### src/rtl/xstate_seq.sv
module xstate_seq #(
  parameter int          ADDR_W    = 32,
  parameter int          NVEC      = 16,
  parameter logic [31:0] VCSR_MASK = 32'h0000_FFBF
) (
  input  logic              clk,
  input  logic              rst_n,
  input  logic              start,
  input  logic              restore,
  input  logic [ADDR_W-1:0] base_addr,
  input  logic [1:0]        req_mask,
  input  logic [1:0]        feat_en,
  input  logic              long_mode,
  output logic              busy,
  output logic              done,
  output logic              fault,
  output logic              mem_valid,
  output logic              mem_we,
  output logic [ADDR_W-1:0] mem_addr,
  output logic [15:0]       mem_be,
  output logic [127:0]      mem_wdata,
  input  logic              mem_ready,
  input  logic [127:0]      mem_rdata,
  output logic [5:0]        rf_raddr,
  input  logic [127:0]      rf_rdata,
  output logic              rf_we,
  output logic [5:0]        rf_waddr,
  output logic [15:0]       rf_be,
  output logic [127:0]      rf_wdata
);
  localparam int         STK_BASE = 2;
  localparam int         NSTK     = 8;
  localparam int         VEC_BASE = STK_BASE + NSTK;
  localparam logic [5:0] STK_LO   = 6'(STK_BASE);
  localparam logic [5:0] VEC_LO   = 6'(VEC_BASE);
  localparam logic [5:0] VEC_FULL = 6'(VEC_BASE + NVEC);
  localparam logic [5:0] VEC_HALF = 6'(VEC_BASE + NVEC / 2);
  localparam logic [5:0] LAST     = 6'(VEC_BASE + NVEC - 1);
  localparam logic [5:0] HDR      = 6'd32;
  localparam logic [15:0] CW_INIT = 16'h037F;

  typedef enum logic [2:0] {S_IDLE, S_HRD, S_HRD2, S_WALK, S_HWR} st_t;

  st_t         st;
  logic        op_r, fpa, vca, lm_r;
  logic [1:0]  fe_r;
  logic [ADDR_W-1:0] base_r;
  logic [63:0] hdr_r;
  logic        hdr_hi_nz;
  logic [5:0]  k;

  logic is_env, is_misc, is_stk, is_vec, fp_here, vec_here, ld, walk;
  logic vbad, vfault, hfault, step;
  logic [5:0] vec_end;

  assign vec_end  = lm_r ? VEC_FULL : VEC_HALF;
  assign is_env   = (k == 6'd0);
  assign is_misc  = (k == 6'd1);
  assign is_stk   = (k >= STK_LO) && (k < VEC_LO);
  assign is_vec   = (k >= VEC_LO) && (k < vec_end);
  assign fp_here  = fpa & (is_env | is_misc | is_stk);
  assign vec_here = vca & (is_misc | is_vec);
  assign ld = op_r ? ((fp_here & hdr_r[0]) | (vca & is_misc) | (vca & is_vec & hdr_r[1]))
                   : (fp_here | vec_here);
  assign walk = (st == S_WALK);

  assign vbad   = |(mem_rdata[95:64] & ~VCSR_MASK);
  assign vfault = walk & op_r & is_misc & vca & mem_ready & vbad;
  assign hfault = (|(hdr_r & ~{62'b0, fe_r})) | hdr_hi_nz | (|mem_rdata[63:0]);
  assign step   = walk & (~ld | mem_ready);

  always_ff @(posedge clk or negedge rst_n) begin
    if (!rst_n) begin
      st <= S_IDLE; op_r <= 1'b0; fpa <= 1'b0; vca <= 1'b0; lm_r <= 1'b0;
      fe_r <= '0; base_r <= '0; hdr_r <= '0; hdr_hi_nz <= 1'b0; k <= '0;
      done <= 1'b0; fault <= 1'b0;
    end else begin
      done  <= 1'b0;
      fault <= 1'b0;
      case (st)
        S_IDLE: if (start) begin
          if (|base_addr[5:0]) begin
            done <= 1'b1; fault <= 1'b1;
          end else begin
            op_r <= restore; lm_r <= long_mode; fe_r <= feat_en; base_r <= base_addr;
            fpa <= feat_en[0] & req_mask[0];
            vca <= feat_en[1] & req_mask[1];
            k <= HDR; st <= S_HRD;
          end
        end
        S_HRD: if (mem_ready) begin
          hdr_r <= mem_rdata[63:0];
          hdr_hi_nz <= |mem_rdata[127:64];
          if (op_r) begin k <= HDR + 6'd1; st <= S_HRD2; end
          else begin k <= '0; st <= S_WALK; end
        end
        S_HRD2: if (mem_ready) begin
          if (hfault) begin done <= 1'b1; fault <= 1'b1; st <= S_IDLE; end
          else begin k <= '0; st <= S_WALK; end
        end
        S_WALK: begin
          if (vfault) begin
            done <= 1'b1; fault <= 1'b1; st <= S_IDLE;
          end else if (step) begin
            if (k == LAST) begin
              if (op_r) begin done <= 1'b1; st <= S_IDLE; end
              else begin k <= HDR; st <= S_HWR; end
            end else k <= k + 6'd1;
          end
        end
        S_HWR: if (mem_ready) begin done <= 1'b1; st <= S_IDLE; end
        default: st <= S_IDLE;
      endcase
    end
  end

  assign busy      = (st != S_IDLE);
  assign mem_valid = (st == S_HRD) | (st == S_HRD2) | (st == S_HWR) | (walk & ld);
  assign mem_we    = (st == S_HWR) | (walk & ~op_r);
  assign mem_addr  = base_r + ADDR_W'({k, 4'b0});
  assign mem_be    = (st == S_HWR) ? 16'h00FF :
                     (walk & ~op_r & is_misc) ? {{8{vca}}, {8{fpa}}} : 16'hFFFF;

  always_comb begin
    if (st == S_HWR)  mem_wdata = {64'b0, hdr_r | {62'b0, vca, fpa}};
    else if (is_misc) mem_wdata = {VCSR_MASK, rf_rdata[95:0]};
    else if (is_stk)  mem_wdata = {48'b0, rf_rdata[79:0]};
    else              mem_wdata = rf_rdata;
  end

  logic [15:0]  r_cw, r_sw;
  logic         pend;
  logic [127:0] env_fix;
  assign r_cw    = mem_rdata[15:0];
  assign r_sw    = mem_rdata[31:16];
  assign pend    = |(r_sw[5:0] & ~r_cw[5:0]);
  assign env_fix = {mem_rdata[127:64], 5'b0, mem_rdata[58:48], mem_rdata[47:32],
                    pend, r_sw[14:8], pend, r_sw[6:0], r_cw};

  assign rf_raddr = k;
  assign rf_waddr = k;
  assign rf_we    = walk & op_r & ((ld & mem_ready) | (~ld & (fp_here | vec_here)));
  assign rf_be    = is_misc ? {4'b0, {4{vca & ~vbad}}, {8{fpa}}} : 16'hFFFF;

  always_comb begin
    if (is_env)       rf_wdata = ld ? env_fix : {112'b0, CW_INIT};
    else if (is_misc) rf_wdata = {32'b0, mem_rdata[95:64], hdr_r[0] ? mem_rdata[63:0] : 64'b0};
    else if (is_stk)  rf_wdata = ld ? {48'b0, mem_rdata[79:0]} : 128'b0;
    else              rf_wdata = ld ? mem_rdata : 128'b0;
  end
endmodule


### config.mk
export PLATFORM = sky130hd
export DESIGN_NAME = xstate_seq
export DESIGN_NICKNAME = d
export VERILOG_FILES = /design/src/rtl/xstate_seq.sv
export SDC_FILE = /design/constraint.sdc
export NUM_CORES = 1
export LEC_CHECK = 0
export CORE_AREA = 2 2 247 249
export DETAILED_ROUTE_END_ITERATION = 8
export DIE_AREA = 0 0 249 251
export DONT_BUFFER_PORTS = 1
export GPL_TIMING_DRIVEN = 0
export PLACE_DENSITY = 0.3
export SLEW_MARGIN = 20
export SYNTH_ARGS = -nofsm -noshare
export SYNTH_HDL_FRONTEND = slang
export SYNTH_SLANG_ARGS = --single-unit
### constraint.sdc
create_clock -name clk -period 7.29 [get_ports clk]
set_input_delay 1.0935 -clock clk [delete_from_list [all_inputs] [get_ports clk]]
set_output_delay 1.0935 -clock clk [all_outputs]
set_load 0.05 [all_outputs]
==> key figures <==
Run status
  – Status: finished, final reports clean

Clocking
  – Clk slew on worst S/H paths: 0.06 ns
  – CTS sink cnt: 114
  – Root Buffer: clkbuf_16
  – Clk_lat worst skew: 0.47 ns
  – # H-tree levels: 4
  – CTS tree: done
  – Hold buffers post-CTS: 0
  – Setup bufs post-CTS: 0
  – Resized Gates After CTS: 0
  – TritonCTS Buffers: 17
  – Clk buf depth: 2

Yosys
  – Post-synth net total: 1,309
  – Dominant synthesized flop cell: dfrtp_1
  – Ys async rst share: 100.0%
  – Mean Syn Cell Area: 8.324 sq um
  – Seq/Total Area, Yosys: 34.31%
  – Area contributors post-synth: dfrtp_1 (34%), mux2_2 (12%), and2_1 (12%)
  – Dominant cell type by area after synthesis: dfrtp_1
  – Mapped cell area: 8315 sq um
  – Number of synthesized register bits: 114
  – Top cell type's share of synthesized area: 34.31%
  – Post-synth EDFFs: 0
  – Ys Warns: 0
  – Post-Syn Instances: 999
  – Synth unique cells: 60

STA
  – Worst slew pin tran: 1.160 ns
  – Clock Skew: 0.01625 ns
  – Min Hold Slack: 0.3163 ns
  – Final worst setup slack: 1.190 ns
  – Endpoints failing setup: 0
  – Slew Limit Fails: 0
  – Max-slew headroom: 22.08%
  – Fmax: 0.1639 GHz
  – Final Hold Violating Endpoints: 0
  – Setup TNS: 0 ns
  – RSZ-0062 raised after global routing: no
  – Post-layout min period: 6.100 ns
  – Fin crit share: 83.68%

Worst setup path
  – Critical path peak fanout: 11
  – Critical path class: reg -> out
  – Worst Path Arrival: 5.01 ns
  – R2R depth: 10
  – RR Endpoint: st[0]
  – R2r setup slk: 3.56 ns
  – Reg2reg start: rf_raddr[0]
  – Worst Path Required: 6.20 ns
  – CP Capture Type: output pin
  – Worst setup SP type: register

Place
  – Pre-CTS setup slack: 1.567 ns
  – HPWL after detailed placement: 47.47 mm
  – Port buffer count: 0
  – RD Place Congestion: 0.8444

Layout
  – # fillers: 6,788
  – Layout cells sized above 1: 17.85%
  – Layout area overhead: 19.73%
  – Layout Nets: 1,329

Power
  – Power per cell area: 466.6 nW/um^2
  – Leak: 4.327 nW
  – Peak supply drop: 0.1160 mV

Route
  – Vias per cell: 4.239
  – DRT Wirelength: 55.06 mm
  – Vias: 7,719
  – Drt first-iter violations: 467
  – DRC viols: 0
  – Routed len/inst: 30.24 um
  – Router iterations before antenna repair: 5
  – Routed Antenna Nets: 0

Global routing
  – Total GRT Usage: 17.20%
  – Initial antenna violation count: 14
  – Largest net degree at the start of global routing: 115
  – First-pass GRT wire length: 72.66 mm
  – Vias in the first global route: 7,925
  – Congestion Overflow GR: 0

Floorplan
  – I/O pins: 636
  – Die Area: 62,500 sq um
  – CORE AREA: 59,790 sq um
  – Row cnt: 90
  – Die Ht: 251 um
  – Die width: 249 um
  – Starting Density: 13.91%

Hold path
  – Class of the worst hold path: in -> async

Job
  – # Max-Cap Violations: 0
[worst max-delay path by stage]
stage	from	end	slack (ns)	depth (start not counted)
6_report	rf_raddr[1]	rf_wdata[56]	1.19	10
5_1_grt	rf_raddr[1]	rf_wdata[56]	0.79	10
4_1_cts	rf_raddr[1]	rf_wdata[56]	1.02	10
3_5_place_dp	rf_raddr[1]	rf_wdata[56]	1.57	10
3_3_place_gp	rf_raddr[0]	rf_we	1.37	9
2_1_floorplan	rf_raddr[0]	rf_we	2.47	9
[sequential cells by signal (all words and copies together), names as in the netlist]
name	count
st	3
op_r	1
base_r	32
fault	1
fe_r	2
lm_r	1
rf_raddr	6
hdr_r	64
hdr_hi_nz	1
fpa	1
done	1
vca	1
[critical path, cell delays in order, from the launching register on]
cell,delay (ns)
dfrtp_1,0.70
inv_1,0.32
ha_1,0.24
nand2b_1,0.14
nor4b_1,0.62
nor3_2,0.21
a211oi_2,0.91
or2_1,0.25
buf_2,0.30
clkbuf_1,0.31
and2_1,0.51
[power by group]
part | switching, mW | leakage [nW] | total, mW | internal (mW)
clock | 0.342 | 0.280 | 0.839 | 0.497
combinational | 2.08 | 2.62 | 2.65 | 0.563
sequential | 0.293 | 1.43 | 1.16 | 0.866
[metal layers]
metal  track usage (%)  up-vias  wire length (um)  part of all wire [%]
li1                  -     3408                 -                     -
met1             18.40     3851             20330                    37
met2             32.17      384             29430                    53
met3             4.960       68              3585                   6.5
met4             5.887        8              1653                   3.0
met5                 0        -                55                  0.10
[cell type report]
class | instances | area, sq um | area share, %
repair buffers | 1 | 11.26 | 0.1131
flip-flops and latches | 114 | 2853 | 28.65
clock buffers | 21 | 480.5 | 4.826
well taps | 782 | 978.4 | 9.828
clock inverters | 10 | 83.83 | 0.8420
multi-input cells | 771 | 4961 | 49.83
plain buffers | 90 | 478.0 | 4.801
diodes | 8 | 20.02 | 0.2011
inverters | 24 | 90.09 | 0.9049
[layout by cell type (no fill, tap or decap), drive strengths merged, types with 16 or more instances in the layout]
| master | instances |
|---|---|
| nand3 | 16 |
| mux2 | 93 |
| o21ai | 18 |
| nor4 | 49 |
| buf | 44 |
| xnor2 | 20 |
| dfrtp | 114 |
| a21o | 29 |
| nor2 | 30 |
| clkbuf | 68 |
| and3 | 28 |
| inv | 24 |
| and2 | 160 |
| nand2 | 220 |
[per-stage QoR]
step / instances / instance area (sq um) / util [%] / power [mW]
global route: 1819 / 9951 / 16.64 / 4.870
global placement: 1781 / 9294 / 15.54 / 3.839
detailed placement: 1782 / 9364 / 15.66 / 3.852
floorplan: 999 / 8315 / - / 3.296
CTS: 1813 / 9928 / 16.60 / 4.730
finish: 1821 / 9956 / 16.65 / 4.645
[cells by family after synthesis]
| logic type | synth area share, % |
|---|---|
| AOI/OAI and AO/OA | 7.463 |
| xor gates and xnor gates | 2.739 |
| adders and majority gates | 1.896 |
| buffers and inverters | 6.831 |
| DFF | 34.31 |
| muxes | 12.71 |
| and+or+nand+nor | 34.05 |
[Yosys cell counts (20+ instances only)]
| cell type | number |
|---|---|
| and2_1 | 158 |
| inv_1 | 24 |
| a21o_1 | 29 |
| dfrtp_1 | 114 |
| clkbuf_1 | 47 |
| buf_4 | 37 |
| xnor2_1 | 20 |
| nand2_1 | 220 |
| and3_1 | 28 |
| nor4_1 | 49 |
| nor2_1 | 29 |
| mux2_2 | 92 |
(Power assumes the default switching activity.)
